===== config.mk =====
export PLATFORM = sky130hd
export DESIGN_NAME = iqc_stage
export DESIGN_NICKNAME = d
export VERILOG_FILES = /design/src/rtl/iqc_pkg.sv /design/src/rtl/iqc_coef_hold.sv /design/src/rtl/iqc_term_gen.sv /design/src/rtl/iqc_sum_sat.sv /design/src/rtl/iqc_stage.sv
export SDC_FILE = /design/constraint.sdc
export NUM_CORES = 2
export LEC_CHECK = 0
export ABC_AREA = 1
export CAP_MARGIN = 30
export CELL_PAD_IN_SITES_DETAIL_PLACEMENT = 2
export CELL_PAD_IN_SITES_GLOBAL_PLACEMENT = 2
export CORE_MARGIN = 1
export CORE_UTILIZATION = 36
export DETAILED_ROUTE_END_ITERATION = 12
export DONT_BUFFER_PORTS = 1
export HOLD_SLACK_MARGIN = 0.03
export PLACE_DENSITY = 0.79
export SLEW_MARGIN = 20
export SYNTH_ARGS = -nofsm -noshare
export SYNTH_HDL_FRONTEND = slang
export SYNTH_HIERARCHICAL = 1
export SYNTH_SLANG_ARGS = --single-unit

===== constraint.sdc =====
create_clock -name clk -period 6 [get_ports clk]
set_input_delay 0.9 -clock clk [delete_from_list [all_inputs] [get_ports clk]]
set_output_delay 0.9 -clock clk [all_outputs]
set_load 0.01 [all_outputs]

===== src/rtl/iqc_pkg.sv =====
package iqc_pkg;

   typedef enum logic [0:0] {
      IQC_SCALE_OFF = 1'b0,
      IQC_MATRIX    = 1'b1
   } iqc_mode_e;

endpackage


===== src/rtl/iqc_coef_hold.sv =====
module iqc_coef_hold #(
   parameter int COEF_W = 16
) (
   input  logic                     clk,
   input  logic                     rst_n,
   input  logic                     enable,
   input  logic signed [COEF_W-1:0] k1_in,
   input  logic signed [COEF_W-1:0] k2_in,
   output logic signed [COEF_W-1:0] k1_use,
   output logic signed [COEF_W-1:0] k2_use
);

   logic                     en_d;
   logic                     en_rise;
   logic signed [COEF_W-1:0] k1_q;
   logic signed [COEF_W-1:0] k2_q;

   assign en_rise = enable & ~en_d;

   always_ff @(posedge clk) begin
      if (!rst_n) begin
         en_d <= 1'b0;
         k1_q <= '0;
         k2_q <= '0;
      end else begin
         en_d <= enable;
         if (en_rise) begin
            k1_q <= k1_in;
            k2_q <= k2_in;
         end
      end
   end

   // a load edge forwards the incoming pair so the same-cycle sample sees it
   assign k1_use = en_rise ? k1_in : k1_q;
   assign k2_use = en_rise ? k2_in : k2_q;

   // while enable stays high the pair in use never moves
   p_coef_frozen_r8: assert property (@(posedge clk) disable iff (!rst_n)
      (enable && $past(enable) && $past(rst_n)) |-> ($stable(k1_use) && $stable(k2_use)))
      else $error("coefficient pair changed while enable held");

endmodule


===== src/rtl/iqc_term_gen.sv =====
module iqc_term_gen
   import iqc_pkg::*;
#(
   parameter int        DATA_W = 16,
   parameter int        COEF_W = 16,
   parameter int        FRAC_W = 14,
   parameter iqc_mode_e MODE   = IQC_MATRIX,
   parameter bit        ODD_CH = 1'b0,
   localparam int       TW     = DATA_W + COEF_W + 1
) (
   input  logic                     clk,
   input  logic                     rst_n,
   input  logic                     in_valid,
   input  logic                     bypass,
   input  logic signed [DATA_W-1:0] own,
   input  logic signed [DATA_W-1:0] pair,
   input  logic signed [COEF_W-1:0] k1,
   input  logic signed [COEF_W-1:0] k2,
   output logic                     out_valid,
   output logic signed [TW-1:0]     term_a,
   output logic signed [TW-1:0]     term_b
);

   logic signed [TW-1:0] own_x;
   logic signed [TW-1:0] k1_x;
   logic signed [TW-1:0] k2_x;
   logic signed [TW-1:0] mode_a;
   logic signed [TW-1:0] mode_b;
   logic signed [TW-1:0] nxt_a;
   logic signed [TW-1:0] nxt_b;

   assign own_x = TW'(own);
   assign k1_x  = TW'(k1);
   assign k2_x  = TW'(k2);

   generate
      if (MODE == IQC_SCALE_OFF) begin : g_scale
         logic unused_pair;
         assign unused_pair = ^pair;
         assign mode_a = own_x * k1_x;
         // offset lifted to the product's binary point so one shift serves both
         assign mode_b = k2_x <<< FRAC_W;
      end else begin : g_matrix
         logic signed [TW-1:0] pair_x;
         logic signed [TW-1:0] i_x;
         logic signed [TW-1:0] q_x;
         assign pair_x = TW'(pair);
         if (ODD_CH) begin : g_slave
            assign i_x = pair_x;
            assign q_x = own_x;
         end else begin : g_master
            assign i_x = own_x;
            assign q_x = pair_x;
         end
         assign mode_a = i_x * k1_x;
         assign mode_b = q_x * k2_x;
      end
   endgenerate

   always_comb begin
      if (bypass) begin
         nxt_a = own_x <<< FRAC_W;
         nxt_b = '0;
      end else begin
         nxt_a = mode_a;
         nxt_b = mode_b;
      end
   end

   always_ff @(posedge clk) begin
      if (!rst_n) begin
         out_valid <= 1'b0;
         term_a    <= '0;
         term_b    <= '0;
      end else begin
         out_valid <= in_valid;
         if (in_valid) begin
            term_a <= nxt_a;
            term_b <= nxt_b;
         end
      end
   end

   // a bypassed sample leaves the second term empty
   p_bypass_term_r3: assert property (@(posedge clk) disable iff (!rst_n)
      (in_valid && bypass) |=> (out_valid && term_b == '0))
      else $error("bypass left a nonzero second term");

endmodule


===== src/rtl/iqc_sum_sat.sv =====
module iqc_sum_sat #(
   parameter int  DATA_W = 16,
   parameter int  COEF_W = 16,
   parameter int  FRAC_W = 14,
   localparam int TW     = DATA_W + COEF_W + 1,
   localparam int SW     = TW + 1
) (
   input  logic                     clk,
   input  logic                     rst_n,
   input  logic                     t_valid,
   input  logic signed [TW-1:0]     term_a,
   input  logic signed [TW-1:0]     term_b,
   output logic                     m_valid,
   output logic signed [DATA_W-1:0] m_data
);

   localparam logic signed [SW-1:0]     LIM_HI = SW'((2 ** (DATA_W - 1)) - 1);
   localparam logic signed [SW-1:0]     LIM_LO = -LIM_HI - SW'(1);
   localparam logic signed [DATA_W-1:0] OUT_HI = {1'b0, {(DATA_W-1){1'b1}}};
   localparam logic signed [DATA_W-1:0] OUT_LO = {1'b1, {(DATA_W-1){1'b0}}};

   logic signed [SW-1:0]     acc;
   logic signed [SW-1:0]     scaled;
   logic signed [DATA_W-1:0] clipped;

   assign acc    = SW'(term_a) + SW'(term_b);
   assign scaled = acc >>> FRAC_W;

   always_comb begin
      if (scaled > LIM_HI)
         clipped = OUT_HI;
      else if (scaled < LIM_LO)
         clipped = OUT_LO;
      else
         clipped = scaled[DATA_W-1:0];
   end

   always_ff @(posedge clk) begin
      if (!rst_n) begin
         m_valid <= 1'b0;
         m_data  <= '0;
      end else begin
         m_valid <= t_valid;
         if (t_valid)
            m_data <= clipped;
      end
   end

   // no incoming term, no change on the output word
   p_hold_r2: assert property (@(posedge clk) disable iff (!rst_n)
      !t_valid |=> $stable(m_data))
      else $error("output moved without a new result");

   // overflow in either direction lands on the matching limit
   p_sat_hi_r7: assert property (@(posedge clk) disable iff (!rst_n)
      (t_valid && term_a >= 0 && term_b >= 0 && scaled > LIM_HI) |=> (m_data == OUT_HI))
      else $error("positive overflow not clipped");

   p_sat_lo_r7: assert property (@(posedge clk) disable iff (!rst_n)
      (t_valid && term_a < 0 && term_b < 0 && scaled < LIM_LO) |=> (m_data == OUT_LO))
      else $error("negative overflow not clipped");

endmodule


===== src/rtl/iqc_stage.sv =====
module iqc_stage
   import iqc_pkg::*;
#(
   parameter int        DATA_W = 16,
   parameter int        COEF_W = 16,
   parameter int        FRAC_W = 14,
   parameter iqc_mode_e MODE   = IQC_MATRIX,
   parameter bit        ODD_CH = 1'b0
) (
   input  logic                     clk,
   input  logic                     rst_n,
   input  logic                     enable,
   input  logic signed [COEF_W-1:0] coef_1,
   input  logic signed [COEF_W-1:0] coef_2,
   input  logic                     s_valid,
   input  logic signed [DATA_W-1:0] s_own,
   input  logic signed [DATA_W-1:0] s_pair,
   output logic                     m_valid,
   output logic signed [DATA_W-1:0] m_data
);

   localparam int TW = DATA_W + COEF_W + 1;

   initial begin
      assert (FRAC_W > 0 && FRAC_W < COEF_W)
         else $fatal(1, "FRAC_W must leave sign and integer bits in the coefficient");
      assert (DATA_W >= 2 && COEF_W >= 2)
         else $fatal(1, "sample and coefficient widths too small");
   end

   logic signed [COEF_W-1:0] k1_use;
   logic signed [COEF_W-1:0] k2_use;
   logic                     t_valid;
   logic signed [TW-1:0]     term_a;
   logic signed [TW-1:0]     term_b;

   iqc_coef_hold #(
      .COEF_W (COEF_W)
   ) u_coef (
      .clk    (clk),
      .rst_n  (rst_n),
      .enable (enable),
      .k1_in  (coef_1),
      .k2_in  (coef_2),
      .k1_use (k1_use),
      .k2_use (k2_use)
   );

   iqc_term_gen #(
      .DATA_W (DATA_W),
      .COEF_W (COEF_W),
      .FRAC_W (FRAC_W),
      .MODE   (MODE),
      .ODD_CH (ODD_CH)
   ) u_terms (
      .clk       (clk),
      .rst_n     (rst_n),
      .in_valid  (s_valid),
      .bypass    (~enable),
      .own       (s_own),
      .pair      (s_pair),
      .k1        (k1_use),
      .k2        (k2_use),
      .out_valid (t_valid),
      .term_a    (term_a),
      .term_b    (term_b)
   );

   iqc_sum_sat #(
      .DATA_W (DATA_W),
      .COEF_W (COEF_W),
      .FRAC_W (FRAC_W)
   ) u_sum (
      .clk     (clk),
      .rst_n   (rst_n),
      .t_valid (t_valid),
      .term_a  (term_a),
      .term_b  (term_b),
      .m_valid (m_valid),
      .m_data  (m_data)
   );

   // every accepted sample yields a result exactly two edges later
   p_latency_r1: assert property (@(posedge clk) disable iff (!rst_n)
      s_valid |-> ##2 m_valid)
      else $error("result strobe missing two cycles after a sample");

   p_no_spurious_r1: assert property (@(posedge clk) disable iff (!rst_n)
      !s_valid |-> ##2 !m_valid)
      else $error("result strobe without a sample");

   // with enable low the sample reappears unchanged
   p_bypass_r3: assert property (@(posedge clk) disable iff (!rst_n)
      (s_valid && !enable) |-> ##2 (m_data == $past(s_own, 2)))
      else $error("bypassed sample altered");

endmodule


Word level (Yosys, flattened, before mapping)
Cells that the tools add are included.
{"block": "word_totals", "regBits": 117, "inputBits": 68, "out_inout_bits": 17}
{"block": "classes", "n_addsub": 1, "multipliers": 2, "n_lt_le_gt_ge": 2, "mux": 6, "n_bitwise": 2}
{"cell": "$mux 33", "n": 2}
{"cell": "$mul 16x16->32", "n": 2}
{"cell": "$mux 16", "n": 4}
{"cell": "$add 33x33->34", "n": 1}
{"cell": "$gt 20x16->1 const B", "n": 1}
{"cell": "$lt 20x16->1 const B", "n": 1}
{"cell": "$and 1x1->1", "n": 1}
{"cell": "$not 1->1", "n": 1}

Longest topological paths before layout
{"block": "depth", "ltp_word": 5, "mapped_depth": 34}

Hierarchy
The synthesis kept the hierarchy.
{"module": "iqc_term_gen", "instances": 1, "cells_per_inst": 3274, "area_per_inst_um2": 24109.4, "seq_area_each_um2": 1301.2}
{"module": "iqc_sum_sat", "instances": 1, "cells_per_inst": 454, "area_per_inst_um2": 2703.8, "seq_area_each_um2": 340.3}
{"module": "iqc_coef_hold", "instances": 1, "cells_per_inst": 275, "area_per_inst_um2": 2078.2, "seq_area_each_um2": 660.6}
{"module": "iqc_stage", "instances": 1, "cells_per_inst": 1, "area_per_inst_um2": 3.8, "seq_area_each_um2": 0.0}

Worst setup path before layout
No wires, ideal clock.
{"block": "synth_timing", "kind": "input-to-reg", "from": "input port enable", "to": "register u_terms.term_a[28]", "arrival_time_ps": 6525, "required_time_ps": 5934, "slack_ps": -591, "path_stages": 29, "n_path_buf": 4, "cell_sequence": "buf_6 -> nand2_8 -> buf_12 -> nand2_4 -> nand2_2 -> inv_1 -> clkbuf_1 -> clkbuf_1 -> nand2_1 -> fa_1 -> inv_1 -> fa_1 -> fa_1 -> fa_1 -> fa_1 -> inv_1 -> fa_1 -> inv_1 -> ha_1 -> nand2_1 -> nor2_1 -> and2_2 -> and2_1 -> nand2_1 -> nand3_1 -> nand2_1 -> nand3_1 -> nand2_1 -> a21oi_2"}
{"block": "synth_via", "elab_chain_len": 4}
{"element": "start, declared", "line": "iqc_stage.sv:12", "rtl": "input logic enable,"}
{"element": "$and 1x1->1", "line": "iqc_coef_hold.sv:18", "rtl": "assign en_rise = enable & ~en_d;"}
{"element": "$mux 16", "line": "iqc_coef_hold.sv:35", "rtl": "assign k1_use = en_rise ? k1_in : k1_q;"}
{"element": "via k1_use[5]", "line": "iqc_stage.sv:31", "rtl": "logic signed [COEF_W-1:0] k1_use;"}
{"element": "$mul 16x16->32", "line": "iqc_term_gen.sv:55", "rtl": "assign mode_a = i_x * k1_x;"}
{"element": "$mux 33", "line": "iqc_term_gen.sv:61", "rtl": "if (bypass) begin"}
{"element": "end signal, assigned", "line": "iqc_term_gen.sv:78", "rtl": "term_a <= nxt_a;"}
{"element": "end, declared", "line": "iqc_term_gen.sv:20", "rtl": "output logic signed [TW-1:0] term_a,"}
The timed path passes the listed nets, and every way through them passes these cells.
A chain may end at the register's enable or synchronous reset.

Worst setup path in the final report
{"block": "layout_timing", "from": "register u_coef.en_d", "to": "register u_terms.term_a[14]"}
{"block": "layout_via", "elab_chain_len": 5}
{"element": "start, declared", "line": "iqc_coef_hold.sv:13", "rtl": "logic en_d;"}
{"element": "start signal, assigned", "line": "iqc_coef_hold.sv:26", "rtl": "en_d <= enable;"}
{"element": "$not 1->1", "line": "iqc_coef_hold.sv:18"}
{"element": "$and 1x1->1", "line": "iqc_coef_hold.sv:18"}
{"element": "$mux 16", "line": "iqc_coef_hold.sv:35"}
{"element": "via k1_use[3]", "line": "iqc_stage.sv:31"}
{"element": "$mul 16x16->32", "line": "iqc_term_gen.sv:55"}
{"element": "$mux 33", "line": "iqc_term_gen.sv:61"}
The timed path passes the listed nets, and every way through them passes these cells.

==> summary.txt <==
Setup path
  – Worst r2r src: u_coef/en_d
  – R2R setup slack: -0.94 ns
  – Worst-path maximum fanout: 6
  – Worst R2R Path Depth: 28
  – Slowest stage cell on the critical path: fa_1
  – CP delay by family, top: adder cells
  – Critical Path Max Stage Delay: around 0.58 ns
  – Crit end category: register
  – Bufs and invs on worst path: 11
  – Critical Path RT: 6.33 ns
  – Setup crit start kind: register
  – Worst flop-to-flop path endpoint: u_terms/term_a[14]
  – Critical path class: register to register
  – Arrival time at the worst endpoint: 7.27 ns

STA
  – Hold_ws: 0.4808 ns
  – Tmin final: 6.935 ns
  – Final Skew: 0.03368 ns
  – Fmax: 144.2 MHz
  – Tcrit/Tclk final: 115.6%
  – # setup viols final: 48
  – Setup_tns: -25.40 ns
  – Worst slew margin: between 40 and 50%
  – RSZ-0062 raised after global routing: true
  – Final Hold Vio Count: 0
  – Worst-Margin Slew: just over 0.8 ns
  – Slew Viols, Final: 0
  – Final setup margin: -0.9355 ns

Clock tree
  – H-tree depth: 4
  – Clock buffer count from CTS: 17
  – Clock Sinks: 115
  – Root buffer cell: clkbuf_16
  – Clock slew at reported path FFs: 0.07 ns
  – CTS tree: built
  – Bufs on Longest Clock Path: 2
  – Worst-Skew Late Latency: 0.52 ns
  – Hold-fix buffers at CTS: 0

Logic synthesis
  – Library cells used by synthesis: 51
  – Synthesized area: 28900 sq um
  – Post-synth ARST share: 0%
  – Post-synth top flop: dfxtp_1
  – Register bit total from synthesis: 115
  – Synth Warn #: 6
  – Most frequent cell after synthesis: inv_1
  – Synth top area cells: fa_1, inv_1, nand2_1
  – Leading area contributor after synthesis: fa_1
  – Synth cell count leaders: inv_1, nand2_1, fa_1
  – Gate Count Post-Synth: 4004
  – Synth Net Count: 4792
  – Post-synth EDFFs: 0
  – Post-synth top area share: between 30% and 40%
  – Register area share after synthesis: under 10%
  – Synth Area per Inst: 7.217 sq um

Final layout
  – Utilization after layout: 44.64%
  – Synthesis-to-layout area growth: 22.45%
  – Nets: 4977
  – Register Area: 2306 sq um
  – Multi-input logic area: 23770 sq um
  – Share of layout cells above drive strength 1: 24.82%
  – Fill count: 8975

Placement
  – Dpl hpwl: 93840 microns
  – GPL Wtd Cong: 0.8241
  – Post-place setup slack: -0.8140 ns
  – I/O Buffers: 0

Global routing
  – Overall Global Routing Usage: between 30% and 40%
  – Met1 global-route usage: 35.47%
  – Vias in the first global route: approximately 34000
  – M2 GR Usage: between 60 and 70%
  – First-pass GRT wire length: 213800 microns
  – GR Layer Usage met3: 5.904%
  – Largest net degree at the start of global routing: 61
  – Busiest grt layer: met2
  – Congestion Overflow GR: 0
  – Initial antenna violation count: 5

Detailed routing
  – Via/cell ratio: about 5.6
  – Final ANT Viol Nets: 0
  – First-pass iteration count of the detailed router: 5
  – Via count: 29510
  – DRC viols: 0
  – Initial DRC Count: 1935
  – Routed WL per cell: 30.81 microns
  – Routed wire length: 161900 microns

Run
  – Maxcap violations: 0

Die
  – Initial Utilization: between 30% and 40%
  – Die height: 285.3 microns
  – Core area: roughly 79000 sq um
  – Die ar.: 81400 sq um
  – Die X: 285.3 microns
  – Row count: 103
  – IO Count: 85

Hold path
  – Hold EP: u_terms/term_b[8]
  – Hold Path Depth: 2
  – Launch point of the worst hold path: u_terms/term_b[8]
  – Hold crit path type: register to register

Outcome
  – Outcome: finished, violations left
  – Violated checks: setup timing
## worst max path at each step
stage                startpoint            endpoint  slack, ns  depth (start not counted)
finish              u_coef/en_d  u_terms/term_a[14]      -0.94                         28
global route        u_coef/en_d  u_terms/term_a[14]      -0.95                         28
CTS                 u_coef/en_d  u_terms/term_b[31]      -0.15                         29
detailed placement       enable  u_terms/term_b[28]      -0.81                         26
global placement         enable  u_terms/term_b[31]      -0.58                         26
floorplan                enable  u_terms/term_a[28]       -0.1                         29
## worst min-delay path: stages (launching register included)
cell	delay, ns
dfxtp_1	0.32
nand2_1	0.06
a21oi_1	0.06
## layer usage
metal | part of all wire, % | wire (microns)
met1 | 33 | 53410
met2 | 51 | 82820
met3 | 6.2 | 10000
met4 | 9.6 | 15610
met5 | 0.020 | 32
## layout make-up
cell class	instances	share of cell area (%)
diodes	2	0.01414
clock buffers	18	1.241
clock inverters	14	0.4031
inverters	1143	12.28
multi-input cells	2584	67.18
flip-flops and latches	115	6.517
well taps	1050	3.713
repair buffers	328	8.650
## cell families (layout without fill, tap and decap cells)
group	Yosys count	count (layout)	share of synthesized area, %
DFF	115	115	7.967
adders and majority gates	720	720	44.79
other	0	2	0
xor gates and xnor gates	22	22	0.7318
AOI/OAI and AO/OA	270	270	5.127
buffers and inverters	1305	1503	17.51
and+or+nand+nor	1572	1572	23.87
## through the flow
| stage | cell area [sq um] | cells |
|---|---|---|
| detailed placement | 32350 | 5143 |
| global route | 35380 | 5252 |
| finish | 35380 | 5254 |
| CTS | 34510 | 5230 |
| global placement | 32350 | 5143 |
| floorplan | 29880 | 4004 |
## cells in the final DEF (no fill, tap or decap), types with 7 or more instances in the layout
cell	n
nand2_1	932
nand2_2	146
fa_1	462
xnor2_1	8
and2_4	7
xor2_1	13
buf_4	265
ha_4	46
a21oi_4	15
ha_1	146
nor2_2	61
a21oi_1	121
clkbuf_16	18
a21oi_2	42
nor3_4	7
o21ai_1	20
o21ai_0	39
nor3_1	7
nand4_1	25
inv_2	88
nor2_1	99
fa_2	62
nand3_1	99
nand3b_1	10
nand3_2	49
inv_4	10
dfxtp_1	114
buf_6	20
nor2_4	29
clkinvlp_4	7
buf_12	38
or2_2	7
inv_6	7
inv_1	1035
nand2_4	76
## state kept, by name (all words and copies together) (netlist names)
register           count
u_sum/m_data          16
u_coef/k1_q           16
u_terms/term_a        32
u_coef/en_d            1
u_terms/out_valid      1
u_coef/k2_q           16
u_terms/term_b        32
u_sum/m_valid          1
## timing repair
| action | 4_1_cts | 5_1_grt |
|---|---|---|
| buffers inserted | 55 | 20 |
| setup endpoints to repair | 45 | 48 |
| gates resized for setup | 333 | 208 |
| cloned | 0 | 1 |
| pin swaps | 157 | 92 |
Power is left out: the tool's default activity adds up to more than one toggle a clock period on the data nets, which glitch-free logic cannot reach.
